$ cat config.mk
export PLATFORM = sky130hd
export DESIGN_NAME = ieag_top
export DESIGN_NICKNAME = d
export VERILOG_FILES = /design/src/rtl/ieag_pkg.sv /design/src/rtl/ieag_index_sel.sv /design/src/rtl/ieag_base_form.sv /design/src/rtl/ieag_sum_trunc.sv /design/src/rtl/ieag_top.sv
export SDC_FILE = /design/constraint.sdc
export NUM_CORES = 1
export LEC_CHECK = 0
export BUFFER_PORTS_ARGS = -buffer_cell sky130_fd_sc_hd__buf_2
export CORE_MARGIN = 3
export CORE_UTILIZATION = 54
export DETAILED_ROUTE_END_ITERATION = 12
export GPL_ROUTABILITY_DRIVEN = 0
export PLACE_DENSITY = 0.95
export SETUP_SLACK_MARGIN = 0.02
export SLEW_MARGIN = 10
export SYNTH_ARGS = -nofsm -noshare
export SYNTH_HDL_FRONTEND = slang
export SYNTH_SLANG_ARGS = --single-unit
$ cat constraint.sdc
create_clock -name clk -period 6.6 [get_ports clk]
set_input_delay 0.66 -clock clk [delete_from_list [all_inputs] [get_ports clk]]
set_output_delay 0.66 -clock clk [all_outputs]
set_load 0.01 [all_outputs]
$ cat src/rtl/ieag_pkg.sv
package ieag_pkg;

  localparam int MODE_W = 3;

  typedef enum logic [MODE_W-1:0] {
    MODE_DIR_X  = 3'd0,
    MODE_DIR_Y  = 3'd1,
    MODE_ABS_X  = 3'd2,
    MODE_ABS_Y  = 3'd3,
    MODE_ABSL_X = 3'd4
  } mode_e;

  function automatic logic mode_known(input logic [MODE_W-1:0] m);
    return (m <= MODE_W'(MODE_ABSL_X));
  endfunction

  function automatic logic mode_direct(input logic [MODE_W-1:0] m);
    return (m == MODE_W'(MODE_DIR_X)) || (m == MODE_W'(MODE_DIR_Y));
  endfunction

  function automatic logic mode_uses_y(input logic [MODE_W-1:0] m);
    return (m == MODE_W'(MODE_DIR_Y)) || (m == MODE_W'(MODE_ABS_Y));
  endfunction

endpackage

$ cat src/rtl/ieag_index_sel.sv
module ieag_index_sel #(
  parameter int ADDR_W = 32,
  parameter int NARROW_W = 16
) (
  input  logic [ADDR_W-1:0] x_i,
  input  logic [ADDR_W-1:0] y_i,
  input  logic              use_y_i,
  input  logic              native_i,
  output logic [ADDR_W-1:0] idx_o
);
  localparam int PAD_W = ADDR_W - NARROW_W;

  logic [ADDR_W-1:0] picked;

  always_comb begin
    picked = use_y_i ? y_i : x_i;
    if (native_i) idx_o = picked;
    else          idx_o = {{PAD_W{1'b0}}, picked[NARROW_W-1:0]};
  end
endmodule

$ cat src/rtl/ieag_base_form.sv
module ieag_base_form
  import ieag_pkg::*;
#(
  parameter int ADDR_W = 32,
  parameter int BYTE_W = 8
) (
  input  logic [MODE_W-1:0]   mode_i,
  input  logic [BYTE_W-1:0]   lo_i,
  input  logic [BYTE_W-1:0]   hi_i,
  input  logic [BYTE_W-1:0]   bank_i,
  input  logic [2*BYTE_W-1:0] dir_i,
  input  logic [BYTE_W-1:0]   dbr_i,
  output logic [ADDR_W-1:0]   base_o
);
  localparam int DIR_W = 2 * BYTE_W;
  localparam int LONG_W = 3 * BYTE_W;
  localparam int PAD_D = ADDR_W - DIR_W;
  localparam int PAD_L = ADDR_W - LONG_W;

  logic [DIR_W-1:0] dir_off;

  always_comb begin
    dir_off = dir_i + {{BYTE_W{1'b0}}, lo_i};
    case (mode_i)
      MODE_W'(MODE_DIR_X), MODE_W'(MODE_DIR_Y):
        base_o = {{PAD_D{1'b0}}, dir_off};
      MODE_W'(MODE_ABS_X), MODE_W'(MODE_ABS_Y):
        base_o = {{PAD_L{1'b0}}, dbr_i, hi_i, lo_i};
      MODE_W'(MODE_ABSL_X):
        base_o = {{PAD_L{1'b0}}, bank_i, hi_i, lo_i};
      default:
        base_o = '0;
    endcase
  end
endmodule

$ cat src/rtl/ieag_sum_trunc.sv
module ieag_sum_trunc #(
  parameter int ADDR_W = 32,
  parameter int BYTE_W = 8
) (
  input  logic [ADDR_W-1:0] base_i,
  input  logic [ADDR_W-1:0] idx_i,
  input  logic              direct_i,
  input  logic              native_i,
  output logic [ADDR_W-1:0] ea_o
);
  localparam int DIR_W = 2 * BYTE_W;
  localparam int LONG_W = 3 * BYTE_W;
  localparam logic [ADDR_W-1:0] DIR_MASK  = {{(ADDR_W-DIR_W){1'b0}},  {DIR_W{1'b1}}};
  localparam logic [ADDR_W-1:0] LONG_MASK = {{(ADDR_W-LONG_W){1'b0}}, {LONG_W{1'b1}}};

  logic [ADDR_W-1:0] raw;
  logic [ADDR_W-1:0] keep;

  always_comb begin
    raw = base_i + idx_i;
    if (direct_i)       keep = DIR_MASK;
    else if (!native_i) keep = LONG_MASK;
    else                keep = '1;
    ea_o = raw & keep;
  end
endmodule

$ cat src/rtl/ieag_top.sv
module ieag_top
  import ieag_pkg::*;
#(
  parameter int ADDR_W = 32,
  parameter int BYTE_W = 8
) (
  input  logic                clk,
  input  logic                rst,
  input  logic                req_valid,
  input  logic [MODE_W-1:0]   mode,
  input  logic                native,
  input  logic [BYTE_W-1:0]   opnd_lo,
  input  logic [BYTE_W-1:0]   opnd_hi,
  input  logic [BYTE_W-1:0]   opnd_bank,
  input  logic [2*BYTE_W-1:0] dir_reg,
  input  logic [BYTE_W-1:0]   dbr_reg,
  input  logic [ADDR_W-1:0]   x_reg,
  input  logic [ADDR_W-1:0]   y_reg,
  output logic [ADDR_W-1:0]   ea,
  output logic                ea_valid,
  output logic                mode_err
);
  localparam int DIR_W = 2 * BYTE_W;
  localparam int LONG_W = 3 * BYTE_W;

  logic              known, direct, use_y;
  logic [ADDR_W-1:0] idx, base, ea_next;

  assign known  = mode_known(mode);
  assign direct = mode_direct(mode);
  assign use_y  = mode_uses_y(mode);

  ieag_index_sel #(.ADDR_W(ADDR_W), .NARROW_W(DIR_W)) idx_i (
    .x_i(x_reg), .y_i(y_reg), .use_y_i(use_y), .native_i(native), .idx_o(idx)
  );

  ieag_base_form #(.ADDR_W(ADDR_W), .BYTE_W(BYTE_W)) base_i (
    .mode_i(mode), .lo_i(opnd_lo), .hi_i(opnd_hi), .bank_i(opnd_bank),
    .dir_i(dir_reg), .dbr_i(dbr_reg), .base_o(base)
  );

  ieag_sum_trunc #(.ADDR_W(ADDR_W), .BYTE_W(BYTE_W)) sum_i (
    .base_i(base), .idx_i(idx), .direct_i(direct), .native_i(native), .ea_o(ea_next)
  );

  always_ff @(posedge clk) begin
    if (rst) begin
      ea       <= '0;
      ea_valid <= 1'b0;
      mode_err <= 1'b0;
    end else begin
      ea_valid <= req_valid && known;
      mode_err <= req_valid && !known;
      if (req_valid && known) ea <= ea_next;
    end
  end

  a_r2_bank_zero: assert property (@(posedge clk) disable iff (rst)
    (req_valid && mode_direct(mode)) |=> (ea[ADDR_W-1:DIR_W] == '0));

  a_r6_narrow_top: assert property (@(posedge clk) disable iff (rst)
    (req_valid && mode_known(mode) && !native) |=> (ea[ADDR_W-1:LONG_W] == '0));

  a_r7_valid_has_req: assert property (@(posedge clk) disable iff (rst)
    ea_valid |-> $past(req_valid));

  a_r8_hold: assert property (@(posedge clk) disable iff (rst)
    !req_valid |=> $stable(ea));

  a_r9_err_pulse: assert property (@(posedge clk) disable iff (rst)
    (req_valid && !mode_known(mode)) |=> (mode_err && !ea_valid && $stable(ea)));

  a_r10_reset_clear: assert property (@(posedge clk)
    $past(rst) |-> (ea == '0 && !ea_valid && !mode_err));

endmodule

Word-level counts from Yosys, hierarchy flattened:

Index checks and enable logic that the tools add are counted.

* output and inout bits: 34
* register bits: 34

* $lt $le $gt $ge: 1
* reductions and logical operators: 8
* bitwise logic cells: 1
* equal/unequal tests: 4
* add/sub/neg operators: 2
* mux-type cells: 5

Operators by type and width (count)
* $mux 32: 4
* $pmux 24 s3: 1
* $add 24x32->32: 1
* $and 32x32->32: 1
* $add 16x8->16: 1
* $eq 3x2->1 const B: 2
* $reduce_or 2->1: 2
* $eq 3x1->1 const B: 1
* $eq 3x3->1 const B: 1
* $le 3x3->1 const B: 1
* $logic_not 3->1: 1
* $logic_and 1x1->1: 2
* $logic_or 1x1->1: 2
* $logic_not 1->1: 1

Depth between registers and ports, before layout:

* word-level depth: 6
* gate-level depth with buffers: 18

Modules after synthesis:

From an unflattened synthesis, not the netlist that was laid out.

* cell total of the unflattened synthesis: 578
* area total of the unflattened synthesis: 4795.8 um^2

By module, submodules not included
* ieag_sum_trunc: area an instance 1727.9 um^2, cells each 245, instances 1
* ieag_top: area an instance 1605.3 um^2, cells each 153, instances 1
* ieag_base_form: area an instance 892.1 um^2, cells each 127, instances 1
* ieag_index_sel: area an instance 570.5 um^2, cells each 53, instances 1

Worst setup path after synthesis:

Ideal clock, no wire load.

* path kind: input to register
* start: input opnd_lo[0]
* end: register ea[21]
* required time: 6473 ps
* arrival: 4552 ps
* stages: 17
* setup slack: 1921 ps
* path buffers: 0
* setup time: 127 ps
* cells stage by stage: ha_1 > fa_1 > a21o_1 > a21oi_1 > o21bai_1 > a2111oi_2 > nor3_1 > xor2_1 > a22o_1 > ha_1 > and2_1 > and3_2 > a21oi_1 > o21ai_2 > a311o_1 > nor4b_4 > or3_1

* word-level cells in the longest chain between the ends: 4

RTL lines
* start, declared: RTL line ieag_top.sv:12 `input logic [BYTE_W-1:0] opnd_lo,`
* $add 16x8->16: RTL line ieag_base_form.sv:23 `dir_off = dir_i + {{BYTE_W{1'b0}}, lo_i};`
* $pmux 24 s3 (*): RTL line ieag_base_form.sv:24 `case (mode_i)`
* $add 24x32->32 (*): RTL line ieag_sum_trunc.sv:20 `raw = base_i + idx_i;`
* $and 32x32->32 (*): RTL line ieag_sum_trunc.sv:24 `ea_o = raw & keep;`
* end signal, assigned: RTL line ieag_top.sv:54 `if (req_valid && known) ea <= ea_next;`
* end, declared: RTL line ieag_top.sv:19 `output logic [ADDR_W-1:0] ea,`

Mark *: on every way between the ends. The rest lies on a longest branch, timed or not.
A chain may end at the register's enable or synchronous reset.

Final worst setup path:

Same ends and word-level chain as after synthesis.

==> results.py <==
metrics = {
    "setup_path": {
        "worstSetupStartpointType": "input pin",
        "path_class": "in -> reg",
        "r2r_end": "ea[21]",
        "critical_path.endpoint": "ea[21]",
        "cp.required_ps": 6780,
        "reg2regPathDepth": 3,
        "path_max_fanout": 7,
        "reg2reg_slack_ps": 5660,
        "arrival_ps": 5180,
        "end_kind": "register",
        "r2r_start": "ea[21]",
        "startpoint": "opnd_lo[0]",
    },
    "clock_network": {
        "hold_buffers": 0,
        "path_clk_slew_ps": 70,
        "cts_resized": 0,
        "cts_tree": "yes",
        "clock-sinks": 34,
        "cts_buffer_depth": 2,
        "cts_buffers": 5,
        "cts_root_buf": "clkbuf_8",
        "htreeDepth": 2,
        "cts_setup_buffers": 0,
        "clkLatencyLatePin_ps": 290,
    },
    "hold_path": {
        "min_from": "ea[19]",
        "hold_path_class": "reg -> reg",
    },
    "floorplan": {
        "dieArea_um2": 8030,
        "num_rows": 29,
        "die_w_um": 89.6,
        "core_region_area_um2": 6570,
        "fp.dieH_um": 89.6,
        "io_pins": 153,
        "start_util": 0.575,
    },
    "power": {
        "netSwitchingFraction": 0.393,
        "p_comb_frac": 0.473,
        "p_leak_nw": 2.32,
        "seqPwrFrac": 0.307,
        "p_clk_frac": 0.220,
        "internal_power_w": 0.000453,
        "peakVddDrop_mv": 0.0831,
        "power.density_nw_per_um2": 162,
        "switchingPower_w": 0.000293,
    },
    "global_route": {
        "grt_max_degree": 29,
        "grt_pass1_wl_mm": 19.2,
        "grtUsageMet3": 0.0684,
        "track_usage": 0.296,
        "busiest_layer": "met2",
        "first_global_vias": 4349,
        "gr-total-overflow": 0,
        "grtUsageMet2": 0.494,
        "antenna_found_initial": 0,
        "use_met1": 0.372,
    },
    "yosys": {
        "synthDistinctLibCells": 69,
        "synth_area_um2": 3770,
        "synthCells": 522,
        "synthMuxAreaShare": 0.0239,
        "synth_xor_area_frac": 0.0580,
        "avgSynthCellArea_um2": 7.23,
        "async_flop_share": 0,
        "ys_warn_count": 0,
        "yosysTopAreaCell": "dfxtp_1",
        "synth_edf_count": 0,
        "synth_nets": 675,
        "synth_ff_type": "dfxtp_1",
        "yosys-top-cells-count": "nand2_1 (134), a21oi_1 (51), dfxtp_1 (34)",
        "synthTopCellsByArea": "dfxtp_1 (18%), nand2_1 (13%), ha_1 (11%)",
        "ys_ff_latch": 34,
        "synth_most_common_cell": "nand2_1",
        "synth_fa_ha_area_frac": 0.117,
        "synth_top_family_by_area": "compound AO/OA/AOI/OAI gates",
        "synth_top_area_share": 0.180,
        "yosysSeqAreaShare": 0.180,
        "yosys.area_share.simple": 0.280,
        "synth_compound_area_frac": 0.288,
    },
    "timing": {
        "maxSlewViolCount": 0,
        "worst_slew_pin_slew_ps": 1120,
        "hold_viol": 0,
        "fin_skew_ps": 0,
        "period_share": 0.758,
        "rsz0062_at_grt": "no",
        "finalSetupViolCount": 0,
        "fmax_mhz": 200,
        "min_period_ps": 5000,
        "relSlewSlack": 0.251,
        "final.setup.tns_ps": 0,
    },
    "layout": {
        "layout-drive-gt1-share": 0.277,
        "seq_area_um2": 681,
        "area_growth_pct": 22.2,
        "final_cells": 751,
        "multi_input_area_um2": 2900,
        "finalNetCount": 810,
        "fillCellCount": 510,
        "antenna_cells": 0,
    },
    "routing": {
        "drc": 0,
        "drtPass1Iterations": 6,
        "num_vias": 4625,
        "drtIter0Drc": 516,
        "routed_wl_mm": 12.1,
        "ant_nets": 0,
        "vias_per_cell": 6.16,
        "wl_per_cell_um": 16.2,
    },
    "status": {
        "run_status": "finished, final reports clean",
    },
    "placed_design": {
        "dp_cells": 743,
        "port_buffers": 152,
        "dp_hpwl_mm": 9.59,
    },
    "run": {
        "drv_cap": 0,
    },
}
-- area by class of cell --
cell class / count / area share
clock inverters: 2 / 0.00271
repair buffers: 155 / 0.170
flip-flops and latches: 34 / 0.148
clock buffers: 6 / 0.0179
well taps: 93 / 0.0252
inverters: 10 / 0.00814
multi-input cells: 451 / 0.628
-- power by group through the flow --
stage | Sequential [W] | Clock [W] | Combinational [W]
2_1_floorplan | 0.000240 | 0 | 0.000234
3_3_place_gp | 0.000233 | 0 | 0.000328
3_5_place_dp | 0.000233 | 0 | 0.000343
4_1_cts | 0.000229 | 0.000162 | 0.000346
5_1_grt | 0.000230 | 0.000170 | 0.000388
6_report | 0.000229 | 0.000164 | 0.000353
-- worst min-delay path by stage --
stage / endpoint / slack [ps] / cells after the start
2_1_floorplan: ea[11] / 480 / 2
3_3_place_gp: ea[4] / 440 / 2
3_5_place_dp: ea[19] / 440 / 2
4_1_cts: ea[3] / 460 / 2
5_1_grt: ea[6] / 470 / 2
6_report: ea[19] / 450 / 2
-- routing by layer --
metal / wire (µm) / vias up / share of wire
met5: 0 / - / 0
met4: 411 / 0 / 0.034
met3: 1360 / 68 / 0.11
met2: 5630 / 318 / 0.46
met1: 4740 / 2068 / 0.39
li1: - / 2171 / -
-- registers in the layout, indices dropped and copies added, names as in the netlist --
signal and flops:
ea 32, ea_valid 1, mode_err 1
-- cell families after synthesis --
| kind of cell | Yosys count |
|---|---|
| AOI/OAI and AO/OA | 154 |
| xor gates and xnor gates | 25 |
| adders and majority gates | 34 |
| buffers and inverters | 37 |
| DFF | 34 |
| muxes | 9 |
| and+or+nand+nor | 229 |
-- metrics by stage --
stage	total power [W]	area (µm²)	hold slack [ps]	setup slack, ps	utilization
global placement	0.000561	4520	437	1590	0.688
global route	0.000789	4610	473	1300	0.702
CTS	0.000737	4610	455	1640	0.702
detailed placement	0.000576	4520	441	1360	0.688
finish	0.000746	4610	452	1600	0.702
floorplan	0.000474	3770	476	1920	-
-- critical path, stage by stage --
cell,delay (ps)
buf_2,110
ha_1,230
fa_1,400
a21o_1,190
a21oi_1,230
o21bai_1,150
a2111oi_2,550
nor3_1,120
xor2_1,160
a22o_1,210
ha_1,390
a21oi_1,200
o21ai_0,220
a21oi_1,260
o21ai_2,110
a311o_1,450
nor4b_4,160
or3_1,380
-- placed cells by master (no fill, tap or decap), drive strengths merged, types with 3 or more instances in the layout --
master  instances
buf           155
nand2         135
a21oi          54
dfxtp          34
ha             32
nor2           24
o21ai          22
a22o           17
nand3          15
xor2           13
a32o           12
xnor2          12
nor3           11
a21o           10
inv             9
mux2i           9
o211ai          7
nand4           7
and3            7
clkbuf          6
and2            6
o21bai          4
nand2b          3
nor4            3
a211o           3
or3             3
nor2b           3
a32oi           3
No activity file was read; power rests on OpenSTA's default activity.
